[config.mk]
export PLATFORM = sky130hd
export DESIGN_NAME = csr_access_unit
export DESIGN_NICKNAME = d
export VERILOG_FILES = /design/src/rtl/csr_unit_pkg.sv /design/src/rtl/csr_unit_ctrl.sv /design/src/rtl/csr_unit_dp.sv /design/src/rtl/csr_access_unit.sv
export SDC_FILE = /design/constraint.sdc
export NUM_CORES = 1
export LEC_CHECK = 0
export BUFFER_PORTS_ARGS = -buffer_cell sky130_fd_sc_hd__clkbuf_2
export CAP_MARGIN = 15
export CORE_MARGIN = 2
export CORE_UTILIZATION = 49
export CTS_BUF_LIST = sky130_fd_sc_hd__clkbuf_16
export CTS_CLUSTER_DIAMETER = 50
export DETAILED_ROUTE_END_ITERATION = 7
export GPL_ROUTABILITY_DRIVEN = 0
export MAX_ROUTING_LAYER = met4
export PLACE_DENSITY = 0.87
export SLEW_MARGIN = 40
export SYNTH_ARGS = -nofsm -noshare
export SYNTH_HDL_FRONTEND = slang
export SYNTH_SLANG_ARGS = --single-unit
[constraint.sdc]
create_clock -name clk -period 1.6 [get_ports clk]
set_input_delay 0.08 -clock clk [delete_from_list [all_inputs] [get_ports clk]]
set_output_delay 0.08 -clock clk [all_outputs]
set_load 0.02 [all_outputs]
[src/rtl/csr_unit_pkg.sv]
package csr_unit_pkg;

  localparam int ADDR_W = 12;
  localparam int IDX_W  = 5;

  // Low two funct3 bits; bit 2 picks the immediate source.
  typedef enum logic [1:0] {
    KIND_NONE  = 2'b00,
    KIND_WRITE = 2'b01,
    KIND_SET   = 2'b10,
    KIND_CLEAR = 2'b11
  } csrKind_e;

  typedef enum logic [2:0] {
    SEL_NONE,
    SEL_MSCR,
    SEL_USCR,
    SEL_ICEN,
    SEL_DCEN,
    SEL_IDENT
  } csrSel_e;

  // Control-to-datapath strobes.
  typedef struct packed {
    csrSel_e  sel;
    logic     readEn;
    logic     writeEn;
    csrKind_e kind;
    logic     useImm;
  } csrStrobe_t;

endpackage

[src/rtl/csr_unit_ctrl.sv]
module csr_unit_ctrl
  import csr_unit_pkg::*;
#(
  parameter logic [ADDR_W-1:0] MSCR_ADDR  = 12'h340,
  parameter logic [ADDR_W-1:0] USCR_ADDR  = 12'h800,
  parameter logic [ADDR_W-1:0] ICEN_ADDR  = 12'h7c0,
  parameter logic [ADDR_W-1:0] DCEN_ADDR  = 12'h7c1,
  parameter logic [ADDR_W-1:0] IDENT_ADDR = 12'hf14
) (
  input  logic              opValid,
  input  logic [2:0]        op,
  input  logic [ADDR_W-1:0] csrAddr,
  input  logic [IDX_W-1:0]  rs1Field,
  input  logic [IDX_W-1:0]  rdIdx,
  input  logic [1:0]        priv,
  output csrStrobe_t        strobe,
  output logic              illegal,
  output logic              rdWe
);

  csrKind_e kind;
  csrSel_e  sel;
  logic     wantWrite, wantRead, privOk, roHit, legal;

  always_comb begin
    kind = csrKind_e'(op[1:0]);
    if (csrAddr == MSCR_ADDR)       sel = SEL_MSCR;
    else if (csrAddr == USCR_ADDR)  sel = SEL_USCR;
    else if (csrAddr == ICEN_ADDR)  sel = SEL_ICEN;
    else if (csrAddr == DCEN_ADDR)  sel = SEL_DCEN;
    else if (csrAddr == IDENT_ADDR) sel = SEL_IDENT;
    else                            sel = SEL_NONE;

    // Source zero suppresses the write of set/clear; rd zero suppresses the read of write.
    wantWrite = (kind == KIND_WRITE) || (rs1Field != '0);
    wantRead  = (kind != KIND_WRITE) || (rdIdx != '0);
    privOk    = priv >= csrAddr[9:8];
    roHit     = (csrAddr[11:10] == 2'b11) && wantWrite;
    legal     = opValid && (kind != KIND_NONE) && (sel != SEL_NONE) && privOk && !roHit;
    illegal   = opValid && !legal;

    strobe.sel     = sel;
    strobe.kind    = kind;
    strobe.useImm  = op[2];
    strobe.writeEn = legal && wantWrite;
    strobe.readEn  = legal && wantRead;
    rdWe           = legal && (rdIdx != '0);
  end

endmodule

[src/rtl/csr_unit_dp.sv]
module csr_unit_dp
  import csr_unit_pkg::*;
#(
  parameter int          DATA_W      = 32,
  parameter logic [31:0] IDENT_VAL   = 32'h5eed_0001,
  parameter logic        CACHE_LEGAL = 1'b1
) (
  input  logic              clk,
  input  logic              rstN,
  input  csrStrobe_t        strobe,
  input  logic [DATA_W-1:0] srcVal,
  input  logic [IDX_W-1:0]  rs1Field,
  output logic [DATA_W-1:0] rdData,
  output logic              icacheEn,
  output logic              dcacheEn
);

  localparam int NUM_CACHE = 2;

  logic [DATA_W-1:0]    mScr, uScr, srcEff, oldVal, newVal;
  logic [NUM_CACHE-1:0] cacheBit;

  // Maps any requested enable onto the single legal value.
  function automatic logic legalizeEn(input logic req);
    return (req == CACHE_LEGAL) ? req : CACHE_LEGAL;
  endfunction

  always_comb begin
    srcEff = strobe.useImm ? {{(DATA_W-IDX_W){1'b0}}, rs1Field} : srcVal;
    case (strobe.sel)
      SEL_MSCR:  oldVal = mScr;
      SEL_USCR:  oldVal = uScr;
      SEL_ICEN:  oldVal = {{(DATA_W-1){1'b0}}, cacheBit[0]};
      SEL_DCEN:  oldVal = {{(DATA_W-1){1'b0}}, cacheBit[1]};
      SEL_IDENT: oldVal = IDENT_VAL[DATA_W-1:0];
      default:   oldVal = '0;
    endcase
    case (strobe.kind)
      KIND_SET:   newVal = oldVal | srcEff;
      KIND_CLEAR: newVal = oldVal & ~srcEff;
      default:    newVal = srcEff;
    endcase
    rdData = strobe.readEn ? oldVal : '0;
  end

  always_ff @(posedge clk or negedge rstN) begin
    if (!rstN) begin
      mScr <= '0;
      uScr <= '0;
    end else if (strobe.writeEn) begin
      if (strobe.sel == SEL_MSCR) mScr <= newVal;
      if (strobe.sel == SEL_USCR) uScr <= newVal;
    end
  end

  for (genvar g = 0; g < NUM_CACHE; g++) begin : gCache
    localparam csrSel_e MY_SEL = (g == 0) ? SEL_ICEN : SEL_DCEN;
    always_ff @(posedge clk or negedge rstN) begin
      if (!rstN)                                          cacheBit[g] <= CACHE_LEGAL;
      else if (strobe.writeEn && strobe.sel == MY_SEL)   cacheBit[g] <= legalizeEn(newVal[0]);
    end
  end

  assign icacheEn = cacheBit[0];
  assign dcacheEn = cacheBit[1];

endmodule

[src/rtl/csr_access_unit.sv]
module csr_access_unit
  import csr_unit_pkg::*;
#(
  parameter int                DATA_W     = 32,
  parameter logic [ADDR_W-1:0] MSCR_ADDR  = 12'h340,
  parameter logic [ADDR_W-1:0] USCR_ADDR  = 12'h800,
  parameter logic [ADDR_W-1:0] ICEN_ADDR  = 12'h7c0,
  parameter logic [ADDR_W-1:0] DCEN_ADDR  = 12'h7c1,
  parameter logic [ADDR_W-1:0] IDENT_ADDR = 12'hf14,
  parameter logic [31:0]       IDENT_VAL  = 32'h5eed_0001
) (
  input  logic              clk,
  input  logic              rstN,
  input  logic              opValid,
  input  logic [2:0]        op,
  input  logic [ADDR_W-1:0] csrAddr,
  input  logic [DATA_W-1:0] srcVal,
  input  logic [IDX_W-1:0]  rs1Field,
  input  logic [IDX_W-1:0]  rdIdx,
  input  logic [1:0]        priv,
  output logic [DATA_W-1:0] rdData,
  output logic              rdWe,
  output logic              illegal,
  output logic              icacheEn,
  output logic              dcacheEn
);

  csrStrobe_t strobe;

  csr_unit_ctrl #(
    .MSCR_ADDR(MSCR_ADDR), .USCR_ADDR(USCR_ADDR), .ICEN_ADDR(ICEN_ADDR),
    .DCEN_ADDR(DCEN_ADDR), .IDENT_ADDR(IDENT_ADDR)
  ) uCtrl (
    .opValid(opValid), .op(op), .csrAddr(csrAddr), .rs1Field(rs1Field),
    .rdIdx(rdIdx), .priv(priv), .strobe(strobe), .illegal(illegal), .rdWe(rdWe)
  );

  csr_unit_dp #(
    .DATA_W(DATA_W), .IDENT_VAL(IDENT_VAL), .CACHE_LEGAL(1'b1)
  ) uDp (
    .clk(clk), .rstN(rstN), .strobe(strobe), .srcVal(srcVal), .rs1Field(rs1Field),
    .rdData(rdData), .icacheEn(icacheEn), .dcacheEn(dcacheEn)
  );

endmodule

After elaboration in Yosys (flattened, before gate mapping)
Cells that the tools add are included.
- equal/unequal tests: 15
- reductions and logical operators: 20
- multiplexer cells: 9
- bitwise gates (word level): 3
- $lt $le $gt $ge: 1
- operators with widths (kind ; count):
    $pmux 32 s4 ; 1
    $mux 32 ; 2
    $pmux 32 s2 ; 1
    $and 32x32->32 ; 1
    $not 32->32 ; 1
    $or 32x32->32 ; 1
    $eq 12x11->1 const B ; 2
    $eq 12x12->1 const B ; 2
    $mux 3 ; 5
    $eq 12x10->1 const B ; 1
    $reduce_bool 5->1 ; 2
    $logic_and 1x1->1 ; 9
    $eq 2x2->1 const B ; 3
    $eq 3x2->1 const B ; 2
    $eq 3x3->1 const B ; 2
    $reduce_and 2->1 ; 2
    $eq 3x1->1 const B ; 1
    $reduce_bool 3->1 ; 1
    $eq 2x1->1 const B ; 1
    $ge 2x2->1 ; 1
    $logic_not 1->1 ; 2
    $logic_or 1x1->1 ; 2
    $ne 2x1->1 const B ; 1
    $reduce_bool 2->1 ; 1
    $reduce_or 2->1 ; 1
- output and inout port bits: 36
- word-level logic and storage cells: 50
- register bits after elaboration: 64
- bits of input ports: 62

Longest topological paths before layout
- depth in word-level cells: 12
- depth in mapped cells: 9
- depth with buffers taken out: 7

Hierarchy
A second synthesis with hierarchy kept.
- cells, all modules: 452
- area total of the unflattened synthesis: 3831.2 µm²
- by module, submodules not included (module ; cells each ; instances ; area an instance (µm²) ; seq. area each (µm²)):
    csr_unit_dp ; 410 ; 1 ; 3522.1 ; 1601.5
    csr_unit_ctrl ; 42 ; 1 ; 309.0 ; 0.0

Least setup slack after synthesis
Ideal clock, no wire load.
- path type: input port to output port
- start point: input port priv[0]
- end point: output port rdData[29]
- data required time: 1520 ps
- buffers on the path: 1
- path slack: -255 ps
- arrival time: 1775 ps
- stages on the path: 8
- path through: inv_1 > ha_1 > nand2b_1 > a21oi_1 > a211oi_1 > o211ai_1 > clkbuf_1 > nor3_1
- word-level cells in the longest chain between the ends: 5
- ends and longest elaborated chain (item ; line ; RTL):
    start, declared ; csr_access_unit.sv:20 ; input logic [1:0] priv,
    $ge 2x2->1 ; csr_unit_ctrl.sv:37 ; privOk = priv >= csrAddr[9:8];
    $logic_and 1x1->1 (2 in a row) ; csr_unit_ctrl.sv:39 ; legal = opValid && (kind != KIND_NONE) && (sel != SEL_NONE) && privOk && !roHit;
    $logic_and 1x1->1 ; csr_unit_ctrl.sv:46 ; strobe.readEn = legal && wantRead;
    $mux 32 ; csr_unit_dp.sv:43 ; rdData = strobe.readEn ? oldVal : '0;
    end, declared ; csr_access_unit.sv:21 ; output logic [DATA_W-1:0] rdData,
No other way between the ends.

Worst setup path after layout
- start point: input port rs1Field[0]
- end point: output port rdData[12]
- word-level cells in the longest chain between the ends: 7
- ends and longest elaborated chain (item ; line ; RTL):
    start, declared ; csr_access_unit.sv:18 ; input logic [IDX_W-1:0] rs1Field,
    $reduce_bool 5->1 ; csr_unit_ctrl.sv:35 ; wantWrite = (kind == KIND_WRITE) || (rs1Field != '0);
    $logic_or 1x1->1 ; csr_unit_ctrl.sv:35 ;
    $logic_and 1x1->1 ; csr_unit_ctrl.sv:38 ; roHit = (csrAddr[11:10] == 2'b11) && wantWrite;
    $logic_not 1->1 ; csr_unit_ctrl.sv:39 ;
    $logic_and 1x1->1 ; csr_unit_ctrl.sv:39 ;
    $logic_and 1x1->1 ; csr_unit_ctrl.sv:46 ;
    $mux 32 ; csr_unit_dp.sv:43 ;
No other way between the ends.

==> flow_summary.toml <==
[outcome]
outcome = "finished with violations"
violations = "setup timing"

[clocking]
cts_tree = "yes"
cts_buffers = 9
clock-sinks = 64
root_buffer = "clkbuf_16"
clock_latency_ns = 0.34
htreeDepth = 3
clk_pin_slew_worst_paths_ns = 0.06
clock_path_buffers = 2

[critical_path]
endpoint_kind = "output port"
crit_fanout = 6
r2r_slack_ns = 0.04
start_kind = "input port"
cp.arrival_ns = 1.96
r2r_cells = 4
reg2reg_to = "uDp.uScr[4]"
worst-setup-path-type = "in -> out"
crit_start = "rs1Field[0]"
timing.rr.start = "uDp.mScr[4]"
required_ns = 1.52

[drt]
vias = 4733
wire_per_inst_um = 22.2
drc = 0
routed_via_density = 6.59
drt-pass1-iter-count = 7
drt_wl_total_um = 15900
first_iter_violations = 644
ant_nets = 0

[synth]
synth-simple-area-share_pct = 28.7
syn_avg_cell_area_um2 = 8.17
yosys_warnings = 0
synth_mux_area_share_pct = 1.80
seq_area_frac_synth_pct = 41.1
synth_flop_cell = "dfrtp_1"
async_flop_share_pct = 100
synth_compound_area_share_pct = 22.4
synth_area_um2 = 3900
yosys.area_share.adder_pct = 0.642
ys_types = 42
ys_ff_latch = 64
synth_top_family_by_area = "simple AND/OR/NAND/NOR gates"
postSynthCellCount = 477
synthXorXnorAreaFrac_pct = 0
synth_edf_count = 0

[placement]
portBuffers = 95
post-place-ws_ns = -0.390
dp_hpwl_um = 8090
dpl_cell_area_um2 = 5100

[sta]
relSlewSlack_pct = 62.2
setup_viol = 39
slew_viol_final = 0
fin_worst_skew_ns = 0.0109
min_period_ns = 2.04
fin_setup_tns_ns = -11.65
hold_viol_final = 0
worst_pin_slew_ns = 0.567
rsz0062_at_grt = "true"
setup_ws_ns = -0.438
fmax_mhz = 491
fin_crit_sh_pct = 127

[layout]
n_antenna_cell = 0
final_layout_size_suffix_gt1_share_pct = 39.4
fill_cells = 411
nets = 675
area_growth_pct = 54.8
finish.instance_area_um2 = 6030

[global_routing]
grt_pass1_wl_um = 22000
antenna_found_initial = 0
grt_max_degree = 65
grt_pass1_vias = 4516
grt-ovfl-total = 0
grt_usage_pct = 33.6

[die]
std_cell_rows = 32
initial_utilization_pct = 50.4
die_w_um = 93.2
ios = 98
dieArea_um2 = 8680
core_area_um2 = 7730
fp.dieH_um = 93.2

[power_and_ir_drop]
power_density_nw_per_um2 = 652
irDropWorstVdd_v = 0.000712
p_leak_nw = 2.90

[run]
drv_cap = 0

[hold_path]
hold_class = "in -> reg"
whs_path_depth = 4
whs_endpoint = "uDp.mScr[19]"
min_from = "srcVal[19]"
==> final cells by class <==
class	instances	area (µm²)	area share [%]
flip-flops and latches	64	1600	26.5
clock buffers	9	225	3.73
repair buffers	161	1470	24.4
clock inverters	7	47.5	0.788
inverters	4	15.0	0.249
multi-input cells	371	2540	42.2
well taps	102	128	2.11
==> per-layer routing <==
| layer | GRT usage, % | up-vias | share of wire [%] |
|---|---|---|---|
| met4 | 20.7 | 0 | 7.9 |
| met1 | 38.9 | 2195 | 36 |
| met3 | 7.49 | 140 | 9.5 |
| met5 | - | - | 0 |
| met2 | 53.6 | 429 | 47 |
| li1 | - | 1969 | - |
==> worst max-delay path, cell delays in order <==
cell,delay (ns)
buf_8,0.10
nor4_4,0.26
buf_4,0.19
nand3_4,0.09
a211oi_4,0.30
o211ai_1,0.21
buf_4,0.21
buf_12,0.15
nor3_4,0.19
clkbuf_8,0.17
==> placed cells by master (no fill, tap or decap), types with 3 or more instances in the layout <==
cell / synthesis / final
clkbuf_8: 0 / 21
nor3_1: 40 / 14
buf_12: 0 / 12
buf_4: 2 / 48
clkbuf_16: 0 / 12
nor3_2: 0 / 6
clkbuf_2: 0 / 59
or4_1: 3 / 3
dfrtp_1: 64 / 64
a22oi_1: 21 / 20
buf_6: 4 / 12
nor3_4: 0 / 20
nand3_1: 14 / 12
o21ai_1: 14 / 16
nand2_1: 22 / 21
nand2b_1: 29 / 28
a21oi_1: 62 / 59
mux2i_1: 7 / 7
a31oi_1: 17 / 17
a221o_1: 3 / 3
a21o_1: 7 / 7
nor4_4: 4 / 5
and2_1: 3 / 3
o21ai_2: 7 / 7
inv_1: 4 / 4
buf_8: 0 / 4
nor2_4: 0 / 9
nor2_1: 86 / 77
==> state kept, by name, summed over array words and instances (netlist names) <==
signal,cells
uDp.mScr,32
uDp.uScr,32
==> metrics by stage <==
stage / std cells / power, mW / util, % / hold WS, ns
3_3_place_gp: 688 / 2.04 / 66.0 / 0.115
6_report: 718 / 3.93 / 78.1 / 0.0961
3_5_place_dp: 688 / 2.05 / 66.0 / 0.119
4_1_cts: 714 / 3.83 / 74.5 / 0.103
5_1_grt: 718 / 4.02 / 78.1 / 0.137
2_1_floorplan: 478 / 1.85 / - / -0.216
==> logic make-up after synthesis <==
group	after synthesis
other cells	1
mux	7
flops	64
buf+inv	43
simple gates	218
compound gates	142
fa+ha+maj	2
==> power by group <==
| part | internal [mW] | switching [mW] |
|---|---|---|
| logic | 0.185 | 0.281 |
| registers | 1.62 | 0.00299 |
| clock network | 1.05 | 0.793 |
| total | 2.85 | 1.08 |
==> repair_timing <==
action	in CTS	in global routing
pin swaps	6	16
gates resized for setup	69	70
setup buffers	7	5
gates cloned	2	2
hold endpoints to repair	64	0
endpoints found under the setup margin	34	63
hold buffers	1	0
==> how the worst max path moves through the flow <==
stage	endpoint	slack, ns	cells after the start
finish	rdData[12]	-0.44	10
global route	rdData[11]	-0.47	10
CTS	rdData[11]	-0.31	9
detailed placement	rdData[29]	-0.39	9
global placement	uDp.uScr[30]	-0.23	7
floorplan	rdData[0]	-0.06	6
==> Yosys cell counts (3+ instances only) <==
cell      instances  area, µm²
a21o_1            7       52.6
a21oi_1          62        310
a221o_1           3       30.0
a22oi_1          21        158
a31oi_1          17        106
and2_1            3       18.8
buf_2             6       30.0
buf_6             4       45.0
clkbuf_1         26       97.6
dfrtp_1          64       1600
inv_1             4       15.0
mux2i_1           7       70.1
nand2_1          22       82.6
nand2b_1         29        181
nand3_1          14       70.1
nor2_1           86        323
nor2b_1           5       31.3
nor3_1           40        200
nor4_4            4       85.1
o21ai_0           4       20.0
o21ai_1          14       70.1
o21ai_2           7       61.3
or4_1             3       22.5
(Power assumes the default switching activity.)
